==> src/rtl/at_sysport_pkg.sv <==
package at_sysport_pkg;
  localparam int SEL_N     = 10;
  localparam int SEL_DMA1  = 0;
  localparam int SEL_PICM  = 1;
  localparam int SEL_PIT   = 2;
  localparam int SEL_KDATA = 3;
  localparam int SEL_KSTAT = 4;
  localparam int SEL_KCMD  = 5;
  localparam int SEL_RTC   = 6;
  localparam int SEL_PAGE  = 7;
  localparam int SEL_PICS  = 8;
  localparam int SEL_DMA2  = 9;

  localparam int IDX_W     = 5;
  localparam int LATCH_W   = 4;

  localparam logic [7:0] CTRL_PORT_BYTE = 8'h61;
  localparam logic [7:0] RTC_INDEX_BYTE = 8'h70;
  localparam logic [7:0] FLOAT_DATA     = 8'hFF;
endpackage

==> src/rtl/at_io_range_decode.sv <==
module at_io_range_decode
  import at_sysport_pkg::*;
#(
  parameter int IO_AW = 16
) (
  input  logic [IO_AW-1:2]   dw_addr,
  input  logic [3:0]         be,
  input  logic               rd,
  input  logic               wr,
  output logic [SEL_N-1:0]   sel_n,
  output logic [IDX_W-1:0]   idx_n,
  output logic [1:0]         lane,
  output logic               ctrl_hit,
  output logic               rtc_index_wr
);
  logic       one_lane;
  logic       upper_zero;
  logic       valid;
  logic [7:0] byte_a;

  assign one_lane   = (be != 4'b0000) && ((be & (be - 4'd1)) == 4'b0000);
  assign upper_zero = (dw_addr[IO_AW-1:8] == '0);
  assign valid      = (rd ^ wr) && one_lane && upper_zero;

  always_comb begin
    lane = 2'd0;
    for (int i = 3; i >= 0; i--) begin
      if (be[i]) lane = 2'(i);
    end
  end

  assign byte_a = {dw_addr[7:2], lane};

  always_comb begin
    sel_n    = '0;
    idx_n    = '0;
    ctrl_hit = 1'b0;
    if (valid) begin
      unique case (byte_a[7:5])
        3'd0: begin sel_n[SEL_DMA1] = 1'b1; idx_n = byte_a[4:0]; end
        3'd1: begin sel_n[SEL_PICM] = 1'b1; idx_n = byte_a[4:0]; end
        3'd2: begin sel_n[SEL_PIT]  = 1'b1; idx_n = byte_a[4:0]; end
        3'd3: begin
          if (byte_a[4]) begin
            sel_n[SEL_RTC] = 1'b1;
            idx_n          = {1'b0, byte_a[3:0]};
          end else if (byte_a[3:2] == 2'b00) begin
            if (byte_a[1:0] == 2'd0) sel_n[SEL_KDATA] = 1'b1;
            else if (byte_a[1:0] == 2'd1) ctrl_hit = 1'b1;
          end else if (byte_a[3:2] == 2'b01) begin
            if (rd) sel_n[SEL_KSTAT] = 1'b1;
            else    sel_n[SEL_KCMD]  = 1'b1;
            idx_n = {3'b000, byte_a[1:0]};
          end
        end
        3'd4: begin sel_n[SEL_PAGE] = 1'b1; idx_n = byte_a[4:0]; end
        3'd5: begin sel_n[SEL_PICS] = 1'b1; idx_n = byte_a[4:0]; end
        3'd6: begin sel_n[SEL_DMA2] = 1'b1; idx_n = {1'b0, byte_a[4:1]}; end
        default: ;
      endcase
    end
  end

  assign rtc_index_wr = valid && wr && (byte_a == RTC_INDEX_BYTE);
endmodule

==> src/rtl/at_refresh_timer.sv <==
module at_refresh_timer #(
  parameter int CLK_KHZ    = 50000,
  parameter int REFRESH_NS = 15085
) (
  input  logic clk,
  input  logic rst,
  output logic tgl
);
  localparam int RAW_CYCLES    = (CLK_KHZ * REFRESH_NS) / 1000000;
  localparam int TOGGLE_CYCLES = (RAW_CYCLES < 2) ? 2 : RAW_CYCLES;
  localparam int CNT_W         = $clog2(TOGGLE_CYCLES);
  localparam logic [CNT_W-1:0] LAST = CNT_W'(TOGGLE_CYCLES - 1);

  logic [CNT_W-1:0] cnt;

  always_ff @(posedge clk) begin
    if (rst) begin
      cnt <= '0;
      tgl <= 1'b0;
    end else if (cnt == LAST) begin
      cnt <= '0;
      tgl <= ~tgl;
    end else begin
      cnt <= cnt + 1'b1;
    end
  end

  // toggle only moves on the terminal count
  p_tgl_hold_r10: assert property (@(posedge clk) disable iff (rst)
    (cnt != LAST) |=> $stable(tgl));
  p_cnt_bound_r10: assert property (@(posedge clk) disable iff (rst)
    cnt <= LAST);
endmodule

==> src/rtl/at_ctrl_port.sv <==
module at_ctrl_port
  import at_sysport_pkg::*;
(
  input  logic         clk,
  input  logic         rst,
  input  logic         latch_wr,
  input  logic [7:0]   wbyte,
  input  logic         nmi_load,
  input  logic         refresh,
  input  logic         t2,
  output logic [LATCH_W-1:0] latch,
  output logic         nmi_en,
  output logic [7:0]   rb_value
);
  logic unused_wbits;
  assign unused_wbits = ^wbyte[6:LATCH_W];

  always_ff @(posedge clk) begin
    if (rst) begin
      latch  <= '0;
      nmi_en <= 1'b0;
    end else begin
      if (latch_wr) latch  <= wbyte[LATCH_W-1:0];
      if (nmi_load) nmi_en <= wbyte[7];
    end
  end

  assign rb_value = {2'b00, t2, refresh, latch};

  // latch only changes on a control-port write
  p_latch_hold_r8: assert property (@(posedge clk) disable iff (rst)
    !latch_wr |=> $stable(latch));
  // NMI flag only changes on an RTC index write
  p_nmi_hold_r11: assert property (@(posedge clk) disable iff (rst)
    !nmi_load |=> $stable(nmi_en));
endmodule

==> src/rtl/at_sysport_decoder.sv <==
module at_sysport_decoder
  import at_sysport_pkg::*;
#(
  parameter int IO_AW      = 16,
  parameter int CLK_KHZ    = 50000,
  parameter int REFRESH_NS = 15085
) (
  input  logic               clk,
  input  logic               rst,
  input  logic [IO_AW-1:2]   io_dw_addr,
  input  logic [3:0]         io_be,
  input  logic               io_rd,
  input  logic               io_wr,
  input  logic [31:0]        io_wdata,
  input  logic               t2_out,
  output logic [SEL_N-1:0]   sel,
  output logic [IDX_W-1:0]   reg_idx,
  output logic [7:0]         rdata,
  output logic               spk_gate,
  output logic               spk_data,
  output logic               nmi_en,
  output logic               refresh_tgl
);
  localparam int LANES = 4;

  logic [SEL_N-1:0]   sel_n;
  logic [IDX_W-1:0]   idx_n;
  logic [1:0]         lane;
  logic               ctrl_hit;
  logic               rtc_index_wr;
  logic [7:0]         lane_bytes [LANES];
  logic [7:0]         wbyte;
  logic [LATCH_W-1:0] latch;
  logic [7:0]         rb_value;
  logic               rd_only;
  logic [7:0]         rdata_n;

  at_io_range_decode #(.IO_AW(IO_AW)) u_dec (
    .dw_addr      (io_dw_addr),
    .be           (io_be),
    .rd           (io_rd),
    .wr           (io_wr),
    .sel_n        (sel_n),
    .idx_n        (idx_n),
    .lane         (lane),
    .ctrl_hit     (ctrl_hit),
    .rtc_index_wr (rtc_index_wr)
  );

  for (genvar g = 0; g < LANES; g++) begin : g_lane
    assign lane_bytes[g] = io_wdata[8*g +: 8];
  end
  assign wbyte = lane_bytes[lane];

  at_refresh_timer #(.CLK_KHZ(CLK_KHZ), .REFRESH_NS(REFRESH_NS)) u_rfsh (
    .clk (clk),
    .rst (rst),
    .tgl (refresh_tgl)
  );

  at_ctrl_port u_ctrl (
    .clk      (clk),
    .rst      (rst),
    .latch_wr (ctrl_hit && io_wr),
    .wbyte    (wbyte),
    .nmi_load (rtc_index_wr),
    .refresh  (refresh_tgl),
    .t2       (t2_out),
    .latch    (latch),
    .nmi_en   (nmi_en),
    .rb_value (rb_value)
  );

  assign spk_gate = latch[0];
  assign spk_data = latch[1];

  assign rd_only = io_rd && !io_wr;
  always_comb begin
    rdata_n = 8'h00;
    if (rd_only) begin
      if (ctrl_hit)          rdata_n = rb_value;
      else if (sel_n == '0)  rdata_n = FLOAT_DATA;
    end
  end

  always_ff @(posedge clk) begin
    if (rst) begin
      sel     <= '0;
      reg_idx <= '0;
      rdata   <= 8'h00;
    end else begin
      sel     <= sel_n;
      reg_idx <= idx_n;
      rdata   <= rdata_n;
    end
  end

  // never more than one peripheral selected
  p_sel_onehot_r1: assert property (@(posedge clk) disable iff (rst)
    $onehot0(sel));
  // idle or conflicting strobes produce nothing
  p_idle_quiet_r5: assert property (@(posedge clk) disable iff (rst)
    !(io_rd ^ io_wr) |=> (sel == '0) && (rdata == 8'h00));
  // reads above the legacy page float high
  p_high_float_r6: assert property (@(posedge clk) disable iff (rst)
    (rd_only && (io_dw_addr[IO_AW-1:8] != '0)) |=> (rdata == 8'hFF) && (sel == '0));
  // upper two readback bits of the control port are zero
  p_ctrl_upper_r9: assert property (@(posedge clk) disable iff (rst)
    (rd_only && ctrl_hit) |=> (rdata[7:6] == 2'b00) && (sel == '0));
endmodule

==> config.mk <==
export PLATFORM = sky130hd
export DESIGN_NAME = at_sysport_decoder
export DESIGN_NICKNAME = d
export VERILOG_FILES = /design/src/rtl/at_sysport_pkg.sv /design/src/rtl/at_io_range_decode.sv /design/src/rtl/at_refresh_timer.sv /design/src/rtl/at_ctrl_port.sv /design/src/rtl/at_sysport_decoder.sv
export SDC_FILE = /design/constraint.sdc
export NUM_CORES = 1
export LEC_CHECK = 0
export ABC_CLOCK_PERIOD_IN_PS = 3980
export BUFFER_PORTS_ARGS = -buffer_cell sky130_fd_sc_hd__buf_2
export CAP_MARGIN = 20
export CORE_MARGIN = 5
export CORE_UTILIZATION = 52
export DETAILED_ROUTE_END_ITERATION = 12
export HOLD_SLACK_MARGIN = 0.12
export MAX_ROUTING_LAYER = met4
export PLACE_DENSITY_LB_ADDON = 0.3
export SLEW_MARGIN = 10
export SYNTH_ARGS = -nofsm -noshare
export SYNTH_HDL_FRONTEND = slang
export SYNTH_HIERARCHICAL = 1
export SYNTH_SLANG_ARGS = --single-unit
==> constraint.sdc <==
create_clock -name clk -period 3.98 [get_ports clk]
set_input_delay 0.398 -clock clk [delete_from_list [all_inputs] [get_ports clk]]
set_output_delay 0.398 -clock clk [all_outputs]
set_load 0.05 [all_outputs]
# [After elaboration in Yosys (flattened, before gate mapping)]
# Cells that the tools add are included.
[word_totals] regBits=39 in_bits=55 output_inout_bits=27 word_cells=82
[classes] n_addsub=2 n_lt_le_gt_ge=1 eq_ne=10 muxes=35 n_bitwise=6 n_reduce_logical=20
[op_table] cell="$mux 8" n=3
[op_table] cell="$mux 1" n=17
[op_table] cell="$bmux 8 s2" n=1
[op_table] cell="$pmux 5 s3" n=1
[op_table] cell="$mux 2" n=7
[op_table] cell="$add 10x1->10 const B" n=1
[op_table] cell="$eq 10x10->1 const B" n=1
[op_table] cell="$logic_not 10->1" n=1
[op_table] cell="$mux 10" n=1
[op_table] cell="$mux 5" n=2
[op_table] cell="$eq 3x3->1 const B" n=3
[op_table] cell="$eq 8x7->1 const B" n=1
[op_table] cell="$logic_not 8->1" n=1
[op_table] cell="$logic_and 1x1->1" n=7
[op_table] cell="$eq 3x2->1 const B" n=2
[op_table] cell="$mux 6" n=1
[op_table] cell="$reduce_or 2->1" n=3
[op_table] cell="$reduce_or 5->1" n=1
[op_table] cell="$and 4x4->4" n=1
[op_table] cell="$eq 2x1->1 const B" n=2
[op_table] cell="$logic_not 2->1" n=2
[op_table] cell="$logic_not 4->1" n=1
[op_table] cell="$mux 4" n=1
[op_table] cell="$reduce_bool 4->1" n=1
[op_table] cell="10 further kinds" n=12

# [Logic depth before layout (Yosys ltp)]
[logic_depth] word_depth=13 ltp_mapped=9 mapped_depth_nobuf=7

# [Hierarchy]
# Netlist, hierarchy kept.
[modules_own_cells] module="at_sysport_decoder" instances=1 cells_per_inst=73 area_per_inst_um2=902.1 seq_area_each_um2=460.4
[modules_own_cells] module="at_refresh_timer" instances=1 cells_per_inst=56 area_per_inst_um2=499.2 seq_area_each_um2=220.2
[modules_own_cells] module="at_io_range_decode" instances=1 cells_per_inst=61 area_per_inst_um2=364.1 seq_area_each_um2=0.0
[modules_own_cells] module="at_ctrl_port" instances=1 cells_per_inst=25 area_per_inst_um2=237.7 seq_area_each_um2=100.1

# [Worst setup path before layout]
# OpenSTA, ideal clock, no wires.
[synth_timing] path_type="input-to-reg" startpoint="in io_dw_addr[5] in the netlist's numbering" endpoint="reg u_ctrl.latch[0]" setup_ps=116 arrival_ps=2150 required_time_ps=3864 slack_ps=1715 stages=9 n_path_buf=2 cell_sequence="clkbuf_1 -> nor2b_1 -> nand2_1 -> or4_4 -> and4bb_2 -> and2_1 -> clkbuf_2 -> mux2i_1 -> nor2_1"
[synth_via] elab_chain_len=4
[synth_lines] element="from (decl)" line_no="at_sysport_decoder.sv:10" text="input logic [IO_AW-1:2] io_dw_addr,"
[synth_lines] element="$eq 3x2->1" line_no="at_io_range_decode.sv:39" text="unique case (byte_a[7:5])"
[synth_lines] element="$mux 1" line_no="at_io_range_decode.sv:39"
[synth_lines] element="$mux 1" line_no="at_io_range_decode.sv:38" text="if (valid) begin"
[synth_lines] element="named net ctrl_hit" line_no="at_sysport_decoder.sv:29" text="logic ctrl_hit;"
[synth_lines] element="$logic_and 1x1->1" line_no="at_sysport_decoder.sv:64" text=".latch_wr (ctrl_hit && io_wr),"
[synth_lines] element="to (signal assigned)" line_no="at_ctrl_port.sv:23" text="if (latch_wr) latch <= wbyte[LATCH_W-1:0];"
[synth_lines] element="to (decl)" line_no="at_ctrl_port.sv:11" text="output logic [LATCH_W-1:0] latch,"
# The timed path passes the listed nets, and every way through them passes these cells.
# A chain may end at the register's enable or synchronous reset.

# [Worst setup path in the final report]
[layout_timing] startpoint="in io_be[2]" endpoint="reg u_ctrl.latch[3]"
[layout_via] elab_chain_len=11 elab_cells_between_ends=23 cone_classes="add/sub: 1; eq/ne: 1; mux: 12; bitwise: 2; reduce/logical: 7"
[layout_lines] element="from (decl)" line_no="at_sysport_decoder.sv:11" text="input logic [3:0] io_be,"
[layout_lines] element="$mux 2 (3 in series)" line_no="at_io_range_decode.sv:28" text="if (be[i]) lane = 2'(i);"
[layout_lines] element="$eq 2x1->1" line_no="at_io_range_decode.sv:49" text="else if (byte_a[1:0] == 2'd1) ctrl_hit = 1'b1;"
[layout_lines] element="$mux 1" line_no="at_io_range_decode.sv:49"
[layout_lines] element="$mux 1" line_no="at_io_range_decode.sv:48" text="if (byte_a[1:0] == 2'd0) sel_n[SEL_KDATA] = 1'b1;"
[layout_lines] element="$mux 1" line_no="at_io_range_decode.sv:47" text="end else if (byte_a[3:2] == 2'b00) begin"
[layout_lines] element="$mux 1" line_no="at_io_range_decode.sv:44" text="if (byte_a[4]) begin"
[layout_lines] element="$mux 1" line_no="at_io_range_decode.sv:39"
[layout_lines] element="$mux 1 (*)" line_no="at_io_range_decode.sv:38"
[layout_lines] element="named net ctrl_hit" line_no="at_sysport_decoder.sv:29"
[layout_lines] element="$logic_and 1x1->1 (*)" line_no="at_sysport_decoder.sv:64"
# Mark *: on every way through the listed nets, which the timed path passes. The rest lies on a longest branch. The select of a mux whose other input is x is not followed.

==> results.yml <==
yosys:
  synthesis.instances: 212
  syn_area_um2: 1940
  synthesis.area_per_instance_um2: 9.13
  synth-warning-count: 6
placement:
  dpl-instance-area_um2: 2240
  place_inst: 314
  dp.final_hpwl_mm: 3.07
  gp_routability_congestion: 0.779
  numPortBuffers: 69
grt:
  gr-usage-met1_pct: 19.5
  global_route.usage.total_pct: 16.5
  pin_count_of_the_biggest_net_entering_global_routing: 29
  globalRoute.totalOverflow: 0
  gr-usage-met3_pct: 3.41
  grt_met2_usage_pct: 27.5
  grt_antenna_before_repair: 0
  global_route_wire_length_before_repair_mm: 6.60
  grt_pass1_vias: 1576
  top_usage_layer: "met2"
floorplan:
  initial_core_util_pct: 53.3
  dieHeight_um: 71.0
  dieArea_um2: 5040
  num_io_pins: 82
  floorplan.die.width_um: 71.0
  rows: 22
  core_region_area_um2: 3630
power_and_ir_drop:
  ir_drop_v: 0.000201
  power.share.combinational_pct: 11.4
  p_sw_uw: 184
  cellLeakagePower_uw: 0.00103
  power.clock.fraction_pct: 38.2
  intPower_uw: 624
  switching_share_pct: 22.7
  seq_power_share_pct: 50.4
  power-per-cell-area_nw_per_um2: 345
hold_path:
  hold_sp: "t2_out"
  holdCritPathClass: "in -> reg"
worst_setup_path:
  r2r_start: "u_rfsh/cnt[3]"
  arrival_ns: 2.42
  start_kind: "input pin"
  cp_max_fo: 6
  max_stage_delay_ns: 0.57
  worstSetupStartpoint: "io_be[2]"
  setup.worst_path.end_class: "register"
  cp_data_required_time_ns: 4.14
  crit_path_cell_trace: "buf_2, nor4b_1, a211oi_1, or4_4, and4bb_2, and2_1, mux2i_1, nor2_1"
  cp_slowest_cell: "or4_4"
  worstPathBufferInverterCount: 1
  cpLargestDelayFamily: "simple AND/OR/NAND/NOR gates"
  setup.worst_path.class: "in -> reg"
sta:
  final_hold_viol_count: 0
  layout_min_cycle_time_ns: 2.26
  timing.max_slew.rel_slack_pct: 45.6
  setup_violations: 0
  final.period_utilization_pct: 56.9
  grt_setup_unrepaired: "no"
  setup_tns_ns: 0
  final_max_slew_viol_count: 0
  max_freq_mhz: 442
  actual_transition_at_the_worst_max_transition_pin_ns: 0.809
  fin_worst_skew_ns: 0.00415
  fin_worst_hold_slack_ns: 0.317
detailed_routing:
  drc_errors: 0
  ant_nets: 0
  avgRoutedWirePerCell_um: 12.3
  drt_first_pass_iters: 4
  routed_wirelength_mm: 3.95
  num_vias: 1662
  detail_route.iter0.violations: 88
  route.detailed.vias_per_inst: 5.18
cells_and_area:
  signed_area_change_from_the_synthesized_netlist_to_the_final_layout_pct: 20.8
  final_net_count: 330
  fillers: 340
  layoutNonFillerInstCount: 321
  post_route_cells_drive_above_1_share_pct: 33.0
  postLayoutCoreUtil_pct: 64.4
  fin_area_um2: 2340
  antennaDiodeCount: 0
cts:
  clock_transition_at_the_registers_of_the_reported_paths_ns: 0.07
  post_cts_setup_inserts: 0
  clock_tree.htree_level_count: 2
  tritoncts_clock_tree: "built"
  cts_root_buf: "clkbuf_8"
  max-clock-path-buffers: 2
  clk-insertion-delay-late_ns: 0.28
  cts_repair_resize_count: 0
  cts_buffers: 5
  clock_sinks: 39
  holdBufCountCts: 0
outcome:
  status: "finished, final reports clean"
job:
  timing.max_cap.violations: 0
## flip-flops by register name, summed over array words and instances (netlist names)
name,count
u_ctrl/nmi_en,1
u_ctrl/latch,4
rdata,8
u_rfsh/tgl,1
sel,10
reg_idx,5
u_rfsh/cnt,10
## cells in the final DEF, fill, tap and decap left out, types with 2 or more instances in the layout
cell type	count
buf_2	69
dfxtp_1	39
nand2_1	25
nor2_1	22
nor2b_1	16
nor3_1	7
and2b_1	6
nand3_1	6
mux4_2	5
clkbuf_8	5
mux2i_1	5
nor3b_1	4
inv_1	4
a21oi_1	4
xor2_1	4
nor4_1	4
o21ai_0	4
nand4_1	4
nor4b_1	3
xnor2_1	3
or3_1	3
and2_1	2
nor4_2	2
nand4_2	2
and4bb_2	2
conb_1	2
a22oi_1	2
nand2b_1	2
a31oi_1	2
ha_1	2
## final timing paths
kind | slack [ns] | cells after the start | endpoint
setup / recovery | 1.72 | 8 | u_ctrl/latch[3]
hold / removal | 0.32 | 3 | rdata[5]
setup reg to reg | 2.49 | 4 | u_rfsh/cnt[2]
hold reg to reg | 0.45 | 2 | rdata[3]
## per-layer routing
metal	share of wire (%)	vias up	routed length, µm
met2	48	49	1880
li1	-	846	-
met1	46	761	1820
met4	1.6	0	65
met3	4.7	6	185
met5	0	-	0
## per-stage QoR
stage	setup WS, ns	total power, µW
floorplan	1.71	473
global route	1.62	842
detailed placement	1.45	508
global placement	1.49	506
finish	1.72	808
CTS	1.75	814
## power by group through the flow
stage | combinational, µW | clock [µW] | sequential (µW)
2_1_floorplan | 47.5 | 0 | 426
3_3_place_gp | 90.7 | 0 | 416
3_5_place_dp | 92.4 | 0 | 416
4_1_cts | 92.8 | 314 | 407
5_1_grt | 102 | 332 | 408
6_report | 92.2 | 309 | 407
## worst reg2reg max path: stages, from the launching register on
cell	delay [ns]
dfxtp_1	0.36
nor4b_1	0.48
nand4_1	0.22
nand2b_1	0.24
nor2_1	0.08
## cell type report
type                    count  area (µm²)  area share [%]
clock buffers               6        72.6            3.10
multi-input cells         154        1030            44.2
well taps                  48        60.1            2.57
flip-flops and latches     39         781            33.4
repair buffers             69         345            14.8
clock inverters             1        30.0            1.28
inverters                   4        15.0           0.642
Note: power is estimated with default switching activity, not from simulation.
